<file path="src/rtl/sdram_trk_pkg.sv">
package sdram_trk_pkg;

  typedef enum logic [2:0] {
    OP_NOP   = 3'd0,
    OP_ACT   = 3'd1,
    OP_READ  = 3'd2,
    OP_WRITE = 3'd3,
    OP_PRE   = 3'd4
  } cmdOp_e;

  // Per-bank strobes from control to the counter datapath
  typedef struct packed {
    logic act;    // open the bank, load the tRAS counter
    logic pre;    // close now, load the tRP counter
    logic apArm;  // schedule an automatic close
  } bankStrobe_t;

endpackage

</file>
<file path="src/rtl/sdram_trk_ctrl.sv">
module sdram_trk_ctrl
  import sdram_trk_pkg::*;
#(
  parameter int NUM_BANKS = 4,
  parameter int CNT_W     = 6,
  localparam int BANK_W   = $clog2(NUM_BANKS)
) (
  input  logic [2:0]              cmdOp,
  input  logic [BANK_W-1:0]       cmdBank,
  input  logic                    cmdA10,
  input  logic [CNT_W-1:0]        cfgWr,
  input  logic [2:0]              cfgBurst,
  input  logic [NUM_BANKS-1:0]    isOpen,
  input  logic [NUM_BANKS-1:0]    apBusy,
  input  logic [NUM_BANKS-1:0]    rasDone,
  input  logic [NUM_BANKS-1:0]    rpDone,
  output bankStrobe_t [NUM_BANKS-1:0] strobes,
  output logic [CNT_W-1:0]        apDelayM1,
  output logic [NUM_BANKS-1:0]    actOk,
  output logic [NUM_BANKS-1:0]    rwOk,
  output logic [NUM_BANKS-1:0]    preOk,
  output logic                    cmdIllegal
);

  localparam logic [CNT_W:0] CNT_MAX = {1'b0, {CNT_W{1'b1}}};

  cmdOp_e            op;
  logic              fullPage;
  logic [CNT_W-1:0]  burstLen;
  logic [CNT_W:0]    wrSum;
  logic [CNT_W:0]    wrSumM1;
  logic [CNT_W-1:0]  wrDelayM1;
  logic [NUM_BANKS-1:0] bankSel;
  logic              isRw;
  logic              legal;

  assign op       = cmdOp_e'(cmdOp);
  assign fullPage = cfgBurst[2];
  assign burstLen = CNT_W'(1) << cfgBurst[1:0];
  assign isRw     = (op == OP_READ) || (op == OP_WRITE);

  // Write close: last beat at BL-1, then write recovery
  assign wrSum     = {1'b0, burstLen} - (CNT_W+1)'(1) + {1'b0, cfgWr};
  assign wrSumM1   = (wrSum == '0) ? '0 : wrSum - (CNT_W+1)'(1);
  assign wrDelayM1 = (wrSumM1 > CNT_MAX) ? CNT_MAX[CNT_W-1:0] : wrSumM1[CNT_W-1:0];
  // Read close: CL-1 ahead of the last beat at CL+BL-1, i.e. BL after the command
  assign apDelayM1 = (op == OP_WRITE) ? wrDelayM1 : burstLen - CNT_W'(1);

  assign actOk = ~isOpen & rpDone;
  assign rwOk  = isOpen & ~apBusy;
  assign preOk = ~apBusy & (~isOpen | rasDone);

  always_comb begin
    bankSel = '0;
    bankSel[cmdBank] = 1'b1;
  end

  always_comb begin
    case (op)
      OP_ACT:             cmdIllegal = !actOk[cmdBank];
      OP_READ, OP_WRITE:  cmdIllegal = !rwOk[cmdBank] || (cmdA10 && fullPage);
      OP_PRE:             cmdIllegal = cmdA10 ? !(&preOk) : !preOk[cmdBank];
      default:            cmdIllegal = 1'b0;
    endcase
  end

  assign legal = !cmdIllegal;

  for (genvar b = 0; b < NUM_BANKS; b++) begin : g_strobe
    assign strobes[b].act   = (op == OP_ACT) && legal && bankSel[b];
    assign strobes[b].pre   = (op == OP_PRE) && legal && (cmdA10 || bankSel[b]) && isOpen[b];
    assign strobes[b].apArm = isRw && cmdA10 && legal && bankSel[b];
  end

endmodule

</file>
<file path="src/rtl/sdram_trk_bankdp.sv">
module sdram_trk_bankdp
  import sdram_trk_pkg::*;
#(
  parameter int NUM_BANKS = 4,
  parameter int CNT_W     = 6
) (
  input  logic                        clk,
  input  logic                        rstN,
  input  bankStrobe_t [NUM_BANKS-1:0] strobes,
  input  logic [CNT_W-1:0]            apDelayM1,
  input  logic [CNT_W-1:0]            cfgRas,
  input  logic [CNT_W-1:0]            cfgRp,
  output logic [NUM_BANKS-1:0]        isOpen,
  output logic [NUM_BANKS-1:0]        apBusy,
  output logic [NUM_BANKS-1:0]        rasDone,
  output logic [NUM_BANKS-1:0]        rpDone
);

  logic [CNT_W-1:0] rasLoad;
  logic [CNT_W-1:0] rpLoad;

  assign rasLoad = (cfgRas == '0) ? '0 : cfgRas - CNT_W'(1);
  assign rpLoad  = (cfgRp  == '0) ? '0 : cfgRp  - CNT_W'(1);

  for (genvar b = 0; b < NUM_BANKS; b++) begin : g_bank
    logic             openQ;
    logic             apPendQ;
    logic [CNT_W-1:0] rasCnt;
    logic [CNT_W-1:0] rpCnt;
    logic [CNT_W-1:0] apCnt;
    logic             apFire;

    // Auto-close starts once its delay has run out and tRAS is met
    assign apFire = apPendQ && (apCnt == '0) && (rasCnt == '0);

    always_ff @(posedge clk or negedge rstN) begin
      if (!rstN) begin
        openQ   <= 1'b0;
        apPendQ <= 1'b0;
        rasCnt  <= '0;
        rpCnt   <= '0;
        apCnt   <= '0;
      end else begin
        if (strobes[b].act)       rasCnt <= rasLoad;
        else if (rasCnt != '0)    rasCnt <= rasCnt - CNT_W'(1);

        if (strobes[b].pre || apFire) begin
          openQ   <= 1'b0;
          apPendQ <= 1'b0;
          rpCnt   <= rpLoad;
        end else begin
          if (strobes[b].act)     openQ <= 1'b1;
          if (rpCnt != '0)        rpCnt <= rpCnt - CNT_W'(1);
          if (strobes[b].apArm)   apPendQ <= 1'b1;
        end

        if (strobes[b].apArm)     apCnt <= apDelayM1;
        else if (apCnt != '0)     apCnt <= apCnt - CNT_W'(1);
      end
    end

    assign isOpen[b]  = openQ;
    assign apBusy[b]  = apPendQ;
    assign rasDone[b] = (rasCnt == '0);
    assign rpDone[b]  = (rpCnt == '0);
  end

endmodule

</file>
<file path="src/rtl/sdram_bank_tracker.sv">
module sdram_bank_tracker
  import sdram_trk_pkg::*;
#(
  parameter int NUM_BANKS = 4,
  parameter int CNT_W     = 6,
  localparam int BANK_W   = $clog2(NUM_BANKS)
) (
  input  logic                 clk,
  input  logic                 rstN,
  input  logic [2:0]           cmdOp,
  input  logic [BANK_W-1:0]    cmdBank,
  input  logic                 cmdA10,
  input  logic [CNT_W-1:0]     cfgRas,
  input  logic [CNT_W-1:0]     cfgRp,
  input  logic [CNT_W-1:0]     cfgWr,
  input  logic [2:0]           cfgBurst,
  output logic [NUM_BANKS-1:0] actOk,
  output logic [NUM_BANKS-1:0] rwOk,
  output logic [NUM_BANKS-1:0] preOk,
  output logic [NUM_BANKS-1:0] bankOpen,
  output logic                 cmdIllegal
);

  bankStrobe_t [NUM_BANKS-1:0] strobes;
  logic [CNT_W-1:0]     apDelayM1;
  logic [NUM_BANKS-1:0] apBusy;
  logic [NUM_BANKS-1:0] rasDone;
  logic [NUM_BANKS-1:0] rpDone;

  sdram_trk_ctrl #(.NUM_BANKS(NUM_BANKS), .CNT_W(CNT_W)) ctrl_i (
    .cmdOp(cmdOp), .cmdBank(cmdBank), .cmdA10(cmdA10),
    .cfgWr(cfgWr), .cfgBurst(cfgBurst),
    .isOpen(bankOpen), .apBusy(apBusy), .rasDone(rasDone), .rpDone(rpDone),
    .strobes(strobes), .apDelayM1(apDelayM1),
    .actOk(actOk), .rwOk(rwOk), .preOk(preOk), .cmdIllegal(cmdIllegal)
  );

  sdram_trk_bankdp #(.NUM_BANKS(NUM_BANKS), .CNT_W(CNT_W)) dp_i (
    .clk(clk), .rstN(rstN), .strobes(strobes), .apDelayM1(apDelayM1),
    .cfgRas(cfgRas), .cfgRp(cfgRp),
    .isOpen(bankOpen), .apBusy(apBusy), .rasDone(rasDone), .rpDone(rpDone)
  );

endmodule

</file>
<file path="config.mk">
export PLATFORM = sky130hd
export DESIGN_NAME = sdram_bank_tracker
export DESIGN_NICKNAME = d
export VERILOG_FILES = /design/src/rtl/sdram_trk_pkg.sv /design/src/rtl/sdram_trk_ctrl.sv /design/src/rtl/sdram_trk_bankdp.sv /design/src/rtl/sdram_bank_tracker.sv
export SDC_FILE = /design/constraint.sdc
export NUM_CORES = 1
export LEC_CHECK = 0
export ABC_AREA = 1
export BUFFER_PORTS_ARGS = -buffer_cell sky130_fd_sc_hd__buf_2
export CAP_MARGIN = 5
export CORE_MARGIN = 8
export CORE_UTILIZATION = 62
export DETAILED_ROUTE_END_ITERATION = 12
export GPL_TIMING_DRIVEN = 0
export PLACE_DENSITY = 0.82
export SLEW_MARGIN = 30
export SYNTH_ARGS = -nofsm -noshare
export SYNTH_HDL_FRONTEND = slang
export SYNTH_SLANG_ARGS = --single-unit
export TNS_END_PERCENT = 1
</file>
<file path="constraint.sdc">
create_clock -name clk -period 2.85 [get_ports clk]
set_input_delay 0.285 -clock clk [delete_from_list [all_inputs] [get_ports clk]]
set_output_delay 0.285 -clock clk [all_outputs]
set_load 0.01 [all_outputs]
</file>
# After elaboration in Yosys (flattened, before gate mapping)
# Index checks and enable logic that the tools add are counted.
totals:
  reg_bits: 80
  inputBits: 29
op_classes:
  addsub: 18
  n_lt_le_gt_ge: 3
  n_eq_ne: 4
  shift: 1
  mux: 55
  bitwise: 6
  reduce_logical: 94
op_table:
  columns: ["cell", "n"]
  rows:
  - ["$mux 6", 28]
  - ["$sub 6x1->6 const B", 15]
  - ["$logic_not 6->1", 14]
  - ["$reduce_bool 6->1", 12]
  - ["$reduce_bool 2->1", 20]
  - ["$logic_and 1x1->1", 30]
  - ["$mux 1", 21]
  - ["$and 4x4->4", 3]
  - ["$logic_or 1x1->1", 10]
  - ["$not 4->4", 2]
  - ["$add 7x6->7", 1]
  - ["$gt 7x6->1 const B", 1]
  - ["$logic_not 7->1", 1]
  - ["$mux 7", 1]
  - ["$sub 6x1->7 const B", 1]
  - ["$sub 7x1->7 const B", 1]
  - ["$bmux 1 s2", 3]
  - ["$eq 3x2->1 const B", 2]
  - ["$shl 1x2->6 const A", 1]
  - ["$logic_not 1->1", 5]
  - ["$or 4x4->4", 1]
  - ["$reduce_and 4->1", 1]
  - ["$eq 3x1->1 const B", 1]
  - ["$eq 3x3->1 const B", 1]
  - ["other kinds (5)", 5]

# Depth between registers and ports, before layout
# Gate-level depths: netlist of run 1.
logic_depth:
  word_depth: 14
  mapped_depth: 20
  mapped_depth_nobuf: 20

# Modules after synthesis
# From an unflattened synthesis of run 1, not the netlist that was laid out.
hier_totals:
  hier_cells: 867
  area_unflattened_um2: 5999.5
modules_own_cells:
  columns: ["module", "n_inst", "cells_per_inst", "area_per_inst_um2", "seq_area_each_um2"]
  rows:
  - ["sdram_trk_bankdp", 1, 671, 5007.3, 2001.9]
  - ["sdram_trk_ctrl", 1, 196, 992.2, 0.0]

# Worst setup path before layout of run 1
# Ideal clock, no wire load.
synth_path:
  kind: "in2reg"
  start: "in cfgBurst[1]"
  end: "reg dp_i.g_bank[0].apCnt[0]"
  setup_time_ps: 113
  t_arrival_ps: 2469
  setup_slack_ps: 268
  path_stages: 15
  path_buffers: 0
  cell_sequence: "inv_1 nand2_1 ha_1 inv_1 ha_1 fa_1 xnor2_1 nand3_1 nand3b_1 o21ai_0 nand3_1 nand2_1 nand2_1 nand2_1 inv_1"
synth_between:
  elab_chain_cells: 9
synth_rtl:
  columns: ["item", "line_no", "rtl"]
  rows:
  - ["from (decl)", "sdram_bank_tracker.sv:16", "input logic [2:0] cfgBurst,"]
  - ["$shl 1x2->6 (*)", "sdram_trk_ctrl.sv:39", "assign burstLen = CNT_W'(1) << cfgBurst[1:0];"]
  - ["$sub 6x1->7", "sdram_trk_ctrl.sv:43", "assign wrSum = {1'b0, burstLen} - (CNT_W+1)'(1) + {1'b0, cfgWr};"]
  - ["$add 7x6->7", "sdram_trk_ctrl.sv:43", null]
  - ["$sub 7x1->7 or $logic_not 7->1 (tied branches)", "sdram_trk_ctrl.sv:44", "assign wrSumM1 = (wrSum == '0) ? '0 : wrSum - (CNT_W+1)'(1);"]
  - ["$mux 7", "sdram_trk_ctrl.sv:44", null]
  - ["$gt 7x6->1", "sdram_trk_ctrl.sv:45", "assign wrDelayM1 = (wrSumM1 > CNT_MAX) ? CNT_MAX[CNT_W-1:0] : wrSumM1[CNT_W-1:0];"]
  - ["$mux 6", "sdram_trk_ctrl.sv:45", null]
  - ["$mux 6 (*)", "sdram_trk_ctrl.sv:47", "assign apDelayM1 = (op == OP_WRITE) ? wrDelayM1 : burstLen - CNT_W'(1);"]
  - ["$mux 6 (*)", "sdram_trk_bankdp.sv:57", "if (strobes[b].apArm) apCnt <= apDelayM1;"]
  - ["to (signal assigned)", "sdram_trk_bankdp.sv:57", null]
  - ["to (signal assigned)", "sdram_trk_bankdp.sv:58", "else if (apCnt != '0) apCnt <= apCnt - CNT_W'(1);"]
  - ["to (decl)", "sdram_trk_bankdp.sv:30", "logic [CNT_W-1:0] apCnt;"]
# Mark *: on every way between the ends. The rest lies on a longest branch, timed or not.
# A chain may end at the register's enable or synchronous reset.

# Worst setup path in the final report of run 1
layout_path:
  start: "reg dp_i.g_bank[3].rasCnt[0]"
  end: "out cmdIllegal"
layout_between:
  elab_chain_cells: 8
layout_rtl:
  columns: ["item", "line_no", "rtl"]
  rows:
  - ["from (decl)", "sdram_trk_bankdp.sv:28", "logic [CNT_W-1:0] rasCnt;"]
  - ["from (signal assigned)", "sdram_trk_bankdp.sv:44", "if (strobes[b].act) rasCnt <= rasLoad;"]
  - ["from (signal assigned)", "sdram_trk_bankdp.sv:45", "else if (rasCnt != '0) rasCnt <= rasCnt - CNT_W'(1);"]
  - ["$logic_not 6->1 (*)", "sdram_trk_bankdp.sv:64", "assign rasDone[b] = (rasCnt == '0);"]
  - ["$or 4x4->4 (*)", "sdram_trk_ctrl.sv:51", "assign preOk = ~apBusy & (~isOpen | rasDone);"]
  - ["$and 4x4->4 (*)", "sdram_trk_ctrl.sv:51", null]
  - ["$bmux 1 s2", "sdram_trk_ctrl.sv:62", "OP_PRE: cmdIllegal = cmdA10 ? !(&preOk) : !preOk[cmdBank];"]
  - ["$mux 1 (not written as such)", "sdram_trk_ctrl.sv:62", null]
  - ["$logic_not 1->1", "sdram_trk_ctrl.sv:62", null]
  - ["$mux 1 (*)", "sdram_trk_ctrl.sv:62", null]
  - ["$pmux 1 s3 (*)", "sdram_trk_ctrl.sv:59", "case (op)"]
  - ["to (decl)", "sdram_bank_tracker.sv:21", "output logic cmdIllegal"]
# Mark *: on every way between the ends. The rest lies on a longest branch, timed or not. The select of a mux whose other input is x is not followed.

==> key figures, run 1 <==
Status
  • Result of the run: finished, final reports clean

STA
  • Final setup vio count: 0
  • Clock Skew: 0.0144 ns
  • Crit path time final: 2.70 ns
  • Max-slew headroom: 0.338
  • Hold Fails Final Rpt: 0
  • Hold WS: 0.370 ns
  • Max Slew Vio Count: 0
  • Period utilisation layout: 0.947
  • Slew at the pin with the worst max-slew slack: 0.986 ns
  • F_max: 371 MHz

Floorplanning
  • FP Rows: 36
  • Die X: 115 um
  • Die Height: 115 um
  • Core ar.: 9680 sq um
  • Starting density of the core: 0.634
  • Die ar.: 13300 sq um
  • Num ports: 46

Synthesis
  • Syn avg cell area: 7.03 sq um
  • Seq cells post-synth: 80
  • Netlist cell types: 36
  • Synth Instances: 873
  • Sequential fraction of the synthesis area: 0.326
  • Synth Cell Area: 6140 sq um
  • Post-Syn Nets: 935
  • Synth warn: 0

Clock tree
  • TritonCTS Buffers: 9
  • Clock slew at reported path FFs: 0.08 ns
  • # clock sinks: 80
  • Bufs on Longest Clock Path: 2
  • Clk_lat worst skew: 0.37 ns
  • Clk root buf: clkbuf_8
  • TritonCTS clock tree: done
  • CTS HTree Levels: 3

Routing
  • Antenna-violating nets left: 0
  • Detailed Route WL: 14500 um
  • Vias per cell: 5.32
  • DRT iter0 DRCs: 444
  • # DRC: 0
  • Routed wire length per instance: 13.5 um
  • Via count: 5718
  • First drt pass iteration count: 5

Global routing
  • Initial antenna violation count: 0
  • Grt ovf: 0
  • Vias in the first global route: 5312
  • First-pass GRT wire length: 24000 um
  • Largest net degree at the start of global routing: 50
  • Gr usage total: 0.223

Run
  • Maxcap violations: 0

Final layout
  • Fin util: 0.711
  • N_diodes: 0
  • Area growth syn-to-layout: 12.3%
  • Area of the multi-input gates: 3470 sq um
  • Register Area: 2000 sq um
  • Nets: 1000
  • Final instance area: 6890 sq um
  • Layout cell share with drive strength beyond 1: 0.130
  • Fill cell count: 813

Worst setup path
  • Kind of end point of the critical path: output port
  • Crit path max fanout: 10
  • CP max-delay cell: dfrtp_1
  • Max incr delay on CP: 0.39 ns
  • R2R Setup Slk: 0.37 ns
  • Critical path class: reg2out
  • Crit-path leading delay family: simple AND/OR/NAND/NOR gates
  • Startpoint Class: flop
  • Worst r2r dst: dp_i.g_bank[2].rpCnt[4]
  • CP arrival: 2.41 ns
  • Cell Chain, Critical Path: inv_1 -> ha_1 -> nand3_4 -> nand2_1 -> nand2_1 -> nand2_1 -> nand2_1 -> o21ai_4 -> and2_4 -> clkbuf_4 -> inv_1 -> buf_2
  • Bufs and invs on worst path: 4
  • Critical path's most frequent cell: nand2_1
  • Req. time, crit path: 2.57 ns
  • Reg-to-Reg Start: dp_i.g_bank[2].apCnt[0]
  • R2r worst-path depth: 14

Placement
  • IO Port Bufs: 45
  • Post-DP Area: 6560 sq um
  • Post-DP HPWL: 11000 um
  • RD Place Congestion: 0.860

Hold path
  • HP Start: cfgRp[2]
  • Hold path depth: 6
  • Worst Hold End: dp_i.g_bank[3].rpCnt[2]
  • HP Class: in2reg

Power
  • Lkg Pwr: 3.84 nW
  • Pwr Density: 912 nW/um^2
  • Worst vdd ir: 0.000469 V
-- report_power, final --
part           internal, W  total, W  switching, W
combinational      0.00138   0.00315       0.00177
clock             0.000512  0.000936      0.000424
sequential         0.00174   0.00219      0.000459
-- logic make-up (layout without fill, tap and decap cells) --
kind of cell,count (synthesis),after routing,share of synthesized area
fa+ha+maj,33,33,0.0685
flops,80,80,0.326
simple gates,446,446,0.345
compound gates,78,78,0.0687
xor+xnor,54,54,0.0771
buf+inv,182,251,0.115
-- final cells by class --
class / instances / area share
well taps: 133 / 0.0242
repair buffers: 54 / 0.0467
clock inverters: 5 / 0.0118
inverters: 172 / 0.0937
clock buffers: 10 / 0.0200
flip-flops and latches: 80 / 0.291
plain buffers: 10 / 0.00890
multi-input cells: 611 / 0.504
-- tightest hold or removal path, stage by stage --
cell and delay [ns]:
buf_2 0.10, xor2_1 0.06, nand2_1 0.09, nand2_1 0.06, nand2_1 0.06, nor2_1 0.04
-- layer usage --
metal  up-vias  GRT usage  routed length [um]
met4         0     0.0902                 353
met5         -          0                   0
met2       196      0.354                6700
met1      2599      0.296                6500
li1       2886          -                   -
met3        37     0.0391                 929
-- flip-flops by register name, indices dropped and copies added, names as in the netlist --
register	cells
dp_i.g_bank.apCnt	24
dp_i.g_bank.apPendQ	4
dp_i.g_bank.openQ	4
dp_i.g_bank.rasCnt	24
dp_i.g_bank.rpCnt	24
-- placed cells by master, fill, tap and decap left out, drive strengths merged --
cell,instances
o21a,1
clkinv,2
nand3b,8
nor4,1
fa,1
nor3b,1
bufinv,2
nor3,18
nand3,67
xnor2,22
buf,61
inv,172
o21ai,40
a21oi,27
o21bai,1
and2,1
nand2,218
o22ai,2
nor2,84
or2,8
a31oi,7
dlygate4sd3,1
xor2,32
nand4,40
clkinvlp,1
dfrtp,80
clkbuf,12
ha,32
-- synth_stat cells, drive strengths merged --
library cell | n | area share
nand2 | 218 | 0.13
inv | 172 | 0.11
nor2 | 84 | 0.066
dfrtp | 80 | 0.33
nand3 | 67 | 0.057
nand4 | 40 | 0.051
o21ai | 40 | 0.035
ha | 32 | 0.065
xor2 | 32 | 0.046
a21oi | 27 | 0.022
xnor2 | 22 | 0.031
nor3 | 18 | 0.015
buf | 9 | 0.0090
nand3b | 8 | 0.0098
or2 | 8 | 0.0082
a31oi | 7 | 0.0071
o22ai | 2 | 0.0020
and2 | 1 | 0.0014
clkbuf | 1 | 0.00061
fa | 1 | 0.0033
nor3b | 1 | 0.0012
nor4 | 1 | 0.0010
o21a | 1 | 0.0012
o21bai | 1 | 0.0012
-- worst max-delay path by stage --
stage	cells after the start	startpoint	to
6_report	12	dp_i.g_bank[3].rasCnt[0]	cmdIllegal
5_1_grt	12	dp_i.g_bank[3].rasCnt[0]	cmdIllegal
4_1_cts	12	dp_i.g_bank[1].rasCnt[0]	cmdIllegal
3_5_place_dp	16	cfgBurst[1]	dp_i.g_bank[2].apCnt[5]
3_3_place_gp	16	cfgBurst[1]	dp_i.g_bank[2].apCnt[5]
2_1_floorplan	15	cfgBurst[1]	dp_i.g_bank[0].apCnt[0]
-- timing repair --
item | CTS | global route
pin swaps | 1 | 3
setup buffers | 1 | 6
endpoints found under the hold margin | 31 | 0
gates resized for setup | 3 | 7
hold buffers | 1 | 0
endpoints found under the setup margin | 1 | 25
-- metrics by stage --
step | setup WS (ns) | std cells | TNS [ns] | total power (W)
after floorplan | 0.268 | 873 | 0 | 0.00457
final | 0.152 | 1075 | 0 | 0.00628
after CTS | 0.0165 | 1069 | 0 | 0.00622
after global placement | -0.272 | 1051 | -5.05 | 0.00512
after global routing | -0.0114 | 1075 | -0.0114 | 0.00689
after detailed placement | -0.274 | 1052 | -4.80 | 0.00524
(Power assumes the default switching activity.)
==> run 2: changes to the inputs <==
==> constraint.sdc (replaced) <==
create_clock -name clk -period 2.85 [get_ports clk]
set_input_delay 0.1425 -clock clk [delete_from_list [all_inputs] [get_ports clk]]
set_output_delay 0.1425 -clock clk [all_outputs]
set_load 0.01 [all_outputs]
==> key figures, run 2 (same netlist as run 1, synthesis figures left out) <==
Routing
  • Vias per cell: 5.25
  • DRT iter0 DRCs: 395
  • # DRC: 0
  • Antenna-violating nets left: 0
  • Routed wire length per instance: 13.3 um
  • First drt pass iteration count: 5
  • Detailed Route WL: 14200 um
  • Via count: 5628

Placement
  • IO Port Bufs: 45
  • Post-DP HPWL: 11000 um
  • RD Place Congestion: 0.860
  • Placement Setup Slack: -0.132 ns

Clock tree
  • TritonCTS Buffers: 9
  • CTS HTree Levels: 3
  • Clk root buf: clkbuf_8
  • TritonCTS clock tree: done
  • # clock sinks: 80
  • Clock slew at reported path FFs: 0.08 ns
  • Bufs on Longest Clock Path: 2
  • Clk_lat worst skew: 0.37 ns

Global routing
  • Gr usage total: 0.222
  • Largest net degree at the start of global routing: 50
  • Grt ovf: 0
  • Vias in the first global route: 5259
  • First-pass GRT wire length: 23700 um
  • Initial antenna violation count: 0

Floorplanning
  • Starting density of the core: 0.634
  • FP Rows: 36
  • Die Height: 115 um
  • Num ports: 46
  • Core ar.: 9680 sq um
  • Die ar.: 13300 sq um
  • Die X: 115 um

Worst setup path
  • Crit path max fanout: 10
  • CP arrival: 2.51 ns
  • Kind of end point of the critical path: output port
  • Critical path class: reg2out
  • Req. time, crit path: 2.71 ns
  • Startpoint Class: flop

STA
  • Hold Fails Final Rpt: 0
  • Final setup vio count: 0
  • Max-slew headroom: 0.352
  • Max Slew Vio Count: 0
  • Period utilisation layout: 0.931
  • Clock Skew: 0.0121 ns
  • F_max: 377 MHz
  • Setup tns final: 0 ns
  • Crit path time final: 2.65 ns
  • Slew at the pin with the worst max-slew slack: 0.964 ns
  • RSZ-0062 raised after global routing: true
  • Final setup margin: 0.198 ns

Run
  • Maxcap violations: 0

Final layout
  • Fin util: 0.707
  • Most frequent cells in the layout: 215 x nand2_1, 166 x inv_1, 80 x dfrtp_1
  • Nets: 998
  • Leading cell type in the layout, fill and taps excluded: nand2_1
  • Layout cell share with drive strength beyond 1: 0.123
  • Top flop regs: dp_i.g_bank.apCnt (24), dp_i.g_bank.rasCnt (24), dp_i.g_bank.rpCnt (24)
  • N_diodes: 0
  • Area growth syn-to-layout: 11.6%

Power
  • Worst vdd ir: 0.000470 V
  • Lkg Pwr: 3.83 nW
  • Design Power: 0.00625 W
  • Pwr Density: 912 nW/um^2

Status
  • Result of the run: finished, final reports clean

Hold path
  • HP Class: in2async
==> run 2: changes by cell type in the layout (fill, tap and decap cells not counted), sizes merged <==
cell / delta
buf: -1
clkbuf: -1
==> run 2: area by class of cell <==
class	instances	area [sq um]
Inverter	172	646
Fill cell	814	2830
Multi-Input combinational cell	611	3450
Clock buffer	10	138
Buffer	10	58.8
Sequential cell	80	2000
Clock inverter	5	81.3
Timing Repair Buffer	52	307
Tap cell	133	166
==> run 2: repair_timing <==
item,4_1_cts,5_1_grt
endpoints found under the setup margin,0,7
setup buffers,0,5
endpoints found under the hold margin,55,0
resized for setup,0,4
hold buffers,1,0
==> run 2: path summary, 6_finish.rpt <==
path | startpoint | endpoint | slack (ns) | depth (start not counted)
max in group asynchronous | rstN | dp_i.g_bank[0].apPendQ | 2.07 | 3
setup / recovery | dp_i.g_bank[0].rpCnt[0] | cmdIllegal | 0.20 | 12
min in group clk | cfgRp[2] | dp_i.g_bank[3].rpCnt[2] | 0.23 | 6
hold / removal | rstN | dp_i.g_bank[3].rasCnt[4] | 0.23 | 2
hold reg to reg | dp_i.g_bank[3].rasCnt[1] | dp_i.g_bank[3].rasCnt[1] | 0.56 | 2
setup reg to reg | dp_i.g_bank[2].apCnt[0] | dp_i.g_bank[2].rpCnt[0] | 0.39 | 14
==> run 2: where the power goes <==
group,internal (W),switching (W)
sequential,0.00174,0.000459
clock,0.000512,0.000425
combinational,0.00136,0.00175
total,0.00361,0.00264
==> run 2: stage by stage <==
stage,hold slack (ns),instance area [sq um],std cells
after detailed placement,0.0498,6560,1052
final,0.227,6850,1073
after global placement,0.515,6530,1051
after CTS,0.211,6790,1068
after global routing,0.248,6850,1073
after floorplan,-0.153,6140,873
==> run 2: metal layers <==
layer  vias up  share of wire  track usage
li1       2884              -            -
met3        32          0.058       0.0406
met5         -              0            0
met1      2535           0.46        0.291
met4         0          0.022       0.0832
met2       177           0.46        0.355
==> run 2: critical path, stage by stage (launching register included) <==
cell	delay, ns
dfrtp_1	0.36
inv_1	0.11
ha_1	0.20
nand2_1	0.07
nor2_1	0.20
nand4_1	0.12
nand3_1	0.15
nor2_2	0.08
nor2_8	0.23
and2_4	0.22
buf_2	0.20
inv_1	0.06
buf_2	0.14
==> run 3: changes to the inputs <==
CORE_ASPECT_RATIO = 0.9   (was unset)
CORE_UTILIZATION = 45   (was 62)
PLACE_DENSITY = unset   (was 0.82)
==> key figures, run 3 (same netlist as run 1, synthesis figures left out) <==
Global routing
  • First-pass GRT wire length: 25300 um
  • Gr usage total: 0.177
  • Initial antenna violation count: 0
  • Vias in the first global route: 5085
  • Largest net degree at the start of global routing: 55
  • Grt ovf: 0

Final layout
  • Fin util: 0.522
  • Non-Filler Instances: 1104
  • Area growth syn-to-layout: 13.6%
  • Layout cell share with drive strength beyond 1: 0.122
  • Top flop regs: dp_i.g_bank.apCnt (24), dp_i.g_bank.rasCnt (24), dp_i.g_bank.rpCnt (24)
  • Nets: 993
  • Most frequent cells in the layout: 215 x nand2_1, 166 x inv_1, 80 x dfrtp_1
  • Fill cell count: 1348
  • N_diodes: 0
  • Leading cell type in the layout, fill and taps excluded: nand2_1
  • Final instance area: 6970 sq um

STA
  • Final setup vio count: 0
  • Clock Skew: 0.00616 ns
  • RSZ-0062 raised after global routing: true
  • Period utilisation layout: 0.949
  • Hold Fails Final Rpt: 0
  • Max Slew Vio Count: 0
  • Max-slew headroom: 0.396
  • F_max: 370 MHz
  • Crit path time final: 2.71 ns
  • Slew at the pin with the worst max-slew slack: 0.902 ns

Placement
  • Placed cells: 1087
  • Post-DP Area: 6610 sq um
  • Post-DP HPWL: 11600 um
  • IO Port Bufs: 45
  • RD Place Congestion: 0.849

Hold path
  • HP Class: in2async

Worst setup path
  • Critical path class: reg2out
  • CP arrival: 2.56 ns
  • Kind of end point of the critical path: output port
  • Crit path max fanout: 10
  • Req. time, crit path: 2.71 ns
  • Startpoint Class: flop
  • Crit. Startpoint: dp_i.g_bank[0].rpCnt[0]
  • Reg-to-Reg Start: dp_i.g_bank[2].apCnt[0]

Clock tree
  • Postcts setup bufs: 0
  • Bufs on Longest Clock Path: 2
  • Clk root buf: clkbuf_16
  • # clock sinks: 80
  • CTS HTree Levels: 3
  • TritonCTS clock tree: done
  • Clk_lat worst skew: 0.35 ns
  • TritonCTS Buffers: 9
  • Clock slew at reported path FFs: 0.06 ns

Floorplanning
  • Core ar.: 13400 sq um
  • Die Height: 127 um
  • Die X: 139 um
  • Num ports: 46
  • Die ar.: 17600 sq um
  • FP Rows: 40
  • Starting density of the core: 0.459

Routing
  • WL met1: 7780 um
  • # DRC: 0
  • Via count: 5334
  • Vias per cell: 4.83
  • Detailed Route WL: 14800 um
  • Routed wl met3: 482 um
  • Routed wire length per instance: 13.4 um
  • Antenna-violating nets left: 0
  • First drt pass iteration count: 4
  • Max Used Layer: met4
  • DRT iter0 DRCs: 317
  • Met2 WL: 6300 um

Power
  • Worst vdd ir: 0.000496 V
  • Lkg Pwr: 3.86 nW
  • Pwr Density: 934 nW/um^2

Status
  • Result of the run: finished, final reports clean

Run
  • Maxcap violations: 0
run 3: layout make-up:
cell class / count / area (sq um) / area share
clock inverters: 2 / 35.0 / 0.00503
plain buffers: 10 / 58.8 / 0.00844
clock buffers: 14 / 284 / 0.0407
well taps: 168 / 210 / 0.0302
flip-flops and latches: 80 / 2000 / 0.287
multi-input cells: 611 / 3470 / 0.497
repair buffers: 47 / 269 / 0.0386
inverters: 172 / 646 / 0.0926
run 3: worst max-delay path, cell delays in order (launching register included):
cell	delay, ns
dfrtp_1	0.35
inv_1	0.12
ha_1	0.21
nand2_1	0.07
nor2_1	0.25
nand4_1	0.12
nand3_1	0.15
nor2_2	0.08
nor2_8	0.24
and2_4	0.22
buf_2	0.21
inv_1	0.07
buf_2	0.14
run 3: path summary, 6_finish.rpt:
| kind | end | slack (ns) | cells past startpoint |
|---|---|---|---|
| max reg2reg | dp_i.g_bank[2].rpCnt[0] | 0.29 | 14 |
| min reg2reg | dp_i.g_bank[3].rpCnt[1] | 0.55 | 2 |
| min in group clk | dp_i.g_bank[2].rasCnt[1] | 0.24 | 4 |
| max in group asynchronous | dp_i.g_bank[2].rpCnt[4] | 2.06 | 3 |
| min | dp_i.g_bank[3].rasCnt[5] | 0.24 | 2 |
| max | cmdIllegal | 0.14 | 12 |
run 3: per-stage QoR:
stage	hold slack, ns	worst slack, ns	TNS, ns	total power (W)
global placement	0.529	-0.175	-1.74	0.00520
finish	0.235	0.144	0	0.00651
global route	0.263	-0.0905	-0.0905	0.00720
floorplan	-0.153	0.410	0	0.00457
CTS	0.231	0.104	0	0.00653
detailed placement	0.0407	-0.170	-2.34	0.00524
run 3: what timing repair did:
action,CTS,global route
hold endpoints to repair,26,0
setup endpoints to repair,0,14
hold buffers,1,0
gates resized for setup,0,7
run 3: routing by layer:
layer,GRT usage,vias to the layer above
met2,0.267,70
met1,0.250,2383
met5,0,-
met4,0.0535,0
met3,0.0326,12
li1,-,2869
run 3: power breakdown:
part | leakage (nW) | internal, W | switching [W]
combinational | 2.76 | 0.00136 | 0.00170
sequential | 0.941 | 0.00174 | 0.000465
clock | 0.159 | 0.000773 | 0.000468
total | 3.86 | 0.00388 | 0.00263
